$ cat config.mk
export PLATFORM = sky130hd
export DESIGN_NAME = flash_page_wprot
export DESIGN_NICKNAME = d
export VERILOG_FILES = /design/src/rtl/flash_page_wprot.sv
export SDC_FILE = /design/constraint.sdc
export NUM_CORES = 1
export LEC_CHECK = 0
export ABC_AREA = 1
export BUFFER_PORTS_ARGS = -buffer_cell sky130_fd_sc_hd__buf_2
export CAP_MARGIN = 20
export CORE_MARGIN = 2
export CORE_UTILIZATION = 30
export DETAILED_ROUTE_END_ITERATION = 12
export PLACE_DENSITY = 0.46
export SYNTH_ARGS = -nofsm -noshare
export SYNTH_HDL_FRONTEND = slang
export SYNTH_SLANG_ARGS = --single-unit
export TNS_END_PERCENT = 20
$ cat constraint.sdc
create_clock -name clk -period 3.75 [get_ports clk]
set_clock_uncertainty 0.1 [all_clocks]
set_input_delay 0.375 -clock clk [delete_from_list [all_inputs] [get_ports clk]]
set_output_delay 0.375 -clock clk [all_outputs]
set_load 0.01 [all_outputs]
$ cat src/rtl/flash_page_wprot.sv
module flash_page_wprot #(
  parameter int NSEG   = 4,
  parameter int PAGE_W = 7,
  parameter int ROW_W  = 3,
  parameter int WORD_W = 6,
  localparam int DESC_W = 2 * (PAGE_W + 1),
  localparam int REG_W  = 2 * DESC_W,
  localparam int NREG   = NSEG / 2,
  localparam int SEL_W  = (NREG > 1) ? $clog2(NREG) : 1,
  localparam int ADDR_W = PAGE_W + ROW_W + WORD_W
) (
  input  logic              clk,
  input  logic              rst_n,
  input  logic              cfg_wr,
  input  logic [SEL_W-1:0]  cfg_sel,
  input  logic [REG_W-1:0]  cfg_wdata,
  output logic [REG_W-1:0]  cfg_rdata,
  input  logic              req_valid,
  input  logic [ADDR_W-1:0] req_addr,
  output logic              rsp_valid,
  output logic              rsp_prot,
  output logic [NSEG-1:0]   rsp_hit
);

  localparam int START_LSB = PAGE_W + 1;
  localparam logic [DESC_W-1:0] DESC_KEEP = {1'b0, {PAGE_W{1'b1}}, 1'b0, {PAGE_W{1'b1}}};

  logic [REG_W-1:0]  prot_q [NREG];
  logic [NSEG-1:0]   hit_c;
  logic [PAGE_W-1:0] page;
  logic              unused_addr_bits;

  always_ff @(posedge clk or negedge rst_n) begin
    if (!rst_n) begin
      for (int r = 0; r < NREG; r++) prot_q[r] <= '0;
    end else if (cfg_wr) begin
      prot_q[cfg_sel] <= cfg_wdata & {2{DESC_KEEP}};
    end
  end

  assign cfg_rdata = prot_q[cfg_sel];

  assign page             = req_addr[ADDR_W-1 -: PAGE_W];
  assign unused_addr_bits = ^req_addr[ROW_W+WORD_W-1:0];

  for (genvar s = 0; s < NSEG; s++) begin : g_seg
    logic [DESC_W-1:0] desc;
    logic [PAGE_W-1:0] first;
    logic [PAGE_W-1:0] count;
    logic [PAGE_W:0]   stop;
    assign desc     = prot_q[s/2][(s%2)*DESC_W +: DESC_W];
    assign first    = desc[START_LSB +: PAGE_W];
    assign count    = desc[PAGE_W-1:0];
    assign stop     = {1'b0, first} + {1'b0, count};
    assign hit_c[s] = (count != '0) && (page >= first) && ({1'b0, page} < stop);
  end

  always_ff @(posedge clk or negedge rst_n) begin
    if (!rst_n) begin
      rsp_valid <= 1'b0;
      rsp_prot  <= 1'b0;
      rsp_hit   <= '0;
    end else begin
      rsp_valid <= req_valid;
      rsp_prot  <= req_valid && (|hit_c);
      rsp_hit   <= req_valid ? hit_c : '0;
    end
  end

endmodule

---- Yosys cells after proc, flatten, opt, wreduce, memory -nomap -nowiden ----
Index checks and enable logic that the tools add are counted.
word-level totals
  register bits after elaboration ......... 70
  bits in latches ......................... 0
  memory bits (writable) .................. 0
  ROM bits ................................ 0
  bits of input ports ..................... 53
  output and inout port bits .............. 38
  logic and storage cells ................. 42
  memories kept ........................... 0
operators by class
  $add $sub $neg .......................... 4
  multipliers ............................. 0
  divide/modulo/power cells ............... 0
  order comparisons ....................... 10
  equal/unequal tests ..................... 0
  shift-type cells ........................ 0
  mux-type cells .......................... 7
  bitwise logic cells ..................... 1
  reduce and logical (&&, ||, !) cells .... 15
operators with widths
  kind                count
  $mux 32             4
  $bwmux 64           1
  $add 7x7->8         4
  $demux 32 s1        1
  $lt 7x8->1          4
  $ge 7x7->1          4
  $reduce_bool 7->1   4
  $logic_and 1x1->1   10
  $mux 4              1
  $reduce_or 4->1     1
  $ge 2x2->1 const B  1
  $lt 2x1->1 const B  1
  $not 1->2           1

---- Logic depth before layout (Yosys ltp) ----
  depth in word-level cells ............... 6
  depth in mapped cells ................... 19
  gate-level depth less buffers ........... 19

---- Least setup slack after synthesis ----
Ideal clock, no wire load.
  path kind ............................... reg-to-reg
  from .................................... reg prot_q (netlist bit g_seg[3].desc[8])
  to ...................................... reg rsp_prot
  arrival ................................. 2.302 ns
  data required time ...................... 3.579 ns
  setup slack ............................. 1.277 ns
  stages on the path, launching flop included .. 19
  clock period less this slack ............ 2.473 ns
  path through ............................ dfrtp_1 ha_1 fa_1 nand3_1 nand2_1 nand2_1 nand2_1 a21oi_1 xor2_1 ha_1 nand2_1 nand2_1 nand3_2 nand2_1 nor2_1 nand2_1 nand2_1 nor2_1 nor2_1
between the ends
  longest elaborated chain between the ends .. 5
ends and longest elaborated chain
  item                                             line    source
  start, declared                                  28      logic [REG_W-1:0] prot_q [NREG];
  start signal, assigned by index                  37      prot_q[cfg_sel] <= cfg_wdata & {2{DESC_KEEP}};
  $add 7x7->8 or $ge 7x7->1 (tied branches)        54, 55
  $lt 7x8->1 or $logic_and 1x1->1 (tied branches)  55      assign hit_c[s] = (count != '0) && (page >= first) && ({1'b0, page} < stop);
  $logic_and 1x1->1 (*)                            55
  $reduce_or 4->1 (*)                              65      rsp_prot <= req_valid && (|hit_c);
  $logic_and 1x1->1 (*)                            65
  end signal, assigned                             65
  end, declared                                    21      output logic rsp_prot,
Every way passes the cells marked *; elsewhere a longest branch is shown, timed or not.
A chain may end at the register's enable or synchronous reset.

---- Final worst setup path ----
Ends and elaborated chain as after synthesis.

==> metrics <==
status=complete, no violations; post-synth cell types=30; Worst VDD drop=0.000238 V; drt total wl=13800 um; relative slew slack=36.6%; Root Buffer=clkbuf_16; Die H=134 um; postcts setup bufs=0; worst skew pair latency=0.34 ns; H-tree levels=3; total CTS buffers=9; Reg2Reg Launch Point=g_seg[3].desc[8]; initial antenna violation count=0; PD cells=458 nW/um2; cell mode on critical path=nand2_1; Synth Area in Adders=21.3%; count of buffer and inverter cells on the critical path=0; global-route wire length before repair=22800 um; period utilisation layout=about three quarters; row count=47; Final HPWL DP=10900 um; endpoints failing hold=0; slowest CP cell=dfrtp_1; Starting Density=30.7%; Overall Global Routing Usage=16.4%; WL per Instance=approximately 14 um; final design utilization=a little over a third; clock buffer depth=2; mux share of post-synthesis cell area=0%; vias per std cell=4.58; Overall Power=2.72 mW; CP Data Required Time=3.92 ns; Final WS setup=0.941 ns; Worst Setup End Kind=register; max incr delay on CP=approximately 0.44 ns; fin. max-slew vios=0; Syn Inst Count=691; Crit Path Category=register to register; register area=1550 um2; io pins=a little over 90; unrepaired setup endpoints after global routing=false; First-pass DRT Iterations=4; critical path's top delay family=adder cells; Crit Path Max Fanout=4; fin crit period=2.81 ns; largest family of logic cells by synthesized area=simple AND/OR/NAND/NOR gates; drt initial violations=226; Seq cells post-synth=62; crit path launch type=register; Synthesis Warnings=0; ANT cells=0; Hold-fix buffers, CTS=0; hold_sp=req_valid; CTS tree=done; post-synthesis sequential area ratio=between 30 and 40%; fin nets=897; f_max=356 MHz; Fill cells=1778; die width=134 um; layout cells sized above 1=14.9%; fin area=5920 um2; cell area after synthesis=5070 um2; Leak=around 3.3 nW; Fin Setup TNS=0 ns; CTS resizes=0; Final setup violation count=0; Synth Area in XOR/XNOR=3.46%; syn_area_per_cell=7.33 um2; Congestion Overflow GR=0; Post-Synth Simple-Gate Area=between 20% and 30%; DR DRC count=0; largest net degree at the start of global routing=57; Max-cap violations=0; Synth Area in Compound Gates=11.9%; gpl congestion=0.804; CP Launch Point=g_seg[3].desc[8]; Data arrival, critical path=2.98 ns; area of the multi-input gates=3040 um2; core area=between 15000 and 20000 um2; post-route ant nets=0; vias=4514; area grow syn2layout=16.9%; Clk pin slew, worst setup/hold paths=0.06 ns; die area=17900 um2; worst hold-check path type=input port to register; port bufs=between 70 and 80; vias in the first global route=about 4500; worst-margin pin slew=roughly 0.95 ns; Setup Slack @ Placement=between 0.9 and 1 ns; CP Cell Sequence=ha_1 > fa_1 > nand3_1 > nand2_1 > nand2_1 > nand2_1 > a21oi_1 > xor2_1 > ha_1 > nand2_1 > nand2_1 > nand3_2 > nand2_1 > nor2_1 > nand2_1 > nand2_1 > nor2_1 > nor2_1; Post-DP Area=around 5600 um2; CTS sink cnt=62
synth_stat cells (all sizes together):
cell	instances	area share, %
a31oi	3	0.37
or2	1	0.12
xor2	9	1.6
fa	4	1.6
nor3	5	0.49
conb	1	0.074
and3	1	0.12
nand4	3	0.37
a21oi	30	3.2
nor2	35	2.9
inv	101	7.5
ha	80	20
nor4	1	0.12
nand3	20	2.3
clkbuf	7	0.54
xnor2	11	1.9
buf	15	1.6
nand2	220	17
a21o	4	0.59
o21ai	78	7.7
dfrtp	62	31
sequential cells by signal, indices dropped and copies added (netlist names):
name / flops
g_seg.count: 28
rsp_valid: 1
rsp_hit: 4
g_seg.desc: 28
rsp_prot: 1
final timing paths:
kind / to / slack, ns / cells after the start
setup / recovery: rsp_prot / 0.94 / 18
hold / removal: rsp_valid / 0.06 / 1
setup reg to reg: rsp_prot / 0.94 / 18
hold reg to reg: g_seg[1].count[0] / 0.43 / 2
max in group asynchronous: g_seg[3].desc[12] / 2.60 / 2
min in group asynchronous: g_seg[2].desc[8] / 0.09 / 1
per-stage QoR:
stage / hold WS (ns) / std cells
after floorplan: -0.0206 / 694
after global placement: 0.404 / 969
after detailed placement: 0.403 / 969
after CTS: 0.0483 / 985
after global routing: 0.0533 / 985
final: 0.0623 / 985
cell type report:
cell class / instances / share of cell area, %
multi-input cells: 509 / 51.3
flip-flops and latches: 62 / 26.2
inverters: 101 / 6.40
clock inverters: 6 / 0.760
clock buffers: 10 / 4.03
well taps: 220 / 4.65
repair buffers: 77 / 6.67
power by group:
| part | switching (mW) | total, mW | internal [mW] | leakage [nW] |
|---|---|---|---|---|
| logic | 0.610 | 1.05 | 0.439 | 2.41 |
| registers | 0.117 | 0.877 | 0.759 | 0.770 |
| clock network | 0.323 | 0.789 | 0.467 | 0.131 |
cells by family after synthesis:
group           count (synthesis)
simple gates                  286
other cells                     1
xor+xnor                       20
fa+ha+maj                      84
compound gates                115
buf+inv                       123
flops                          62
cell usage in the layout (no fill, tap or decap), types with 4 or more instances in the layout:
master / n
inv_1: 99
nand2_2: 7
clkbuf_16: 9
nor3_1: 5
buf_2: 73
nand2_1: 213
o21ai_0: 70
nand3_1: 17
conb_1: 4
dfrtp_1: 62
a21oi_1: 27
nor2_1: 29
fa_1: 4
a21o_1: 4
o21ai_1: 8
nor2_2: 6
xnor2_1: 11
buf_4: 4
ha_1: 80
xor2_1: 9
layer usage:
metal / wire, um / up-vias / share of wire (%) / global-route usage (%)
met4: 145 / 0 / 1.0 / 4.26
met3: 456 / 8 / 3.3 / 2.72
li1: - / 2339 / - / -
met5: 0 / - / 0 / 0
met1: 7030 / 2088 / 51 / 22.7
met2: 6210 / 79 / 45 / 26.6
No activity file was read; power rests on OpenSTA's default activity.
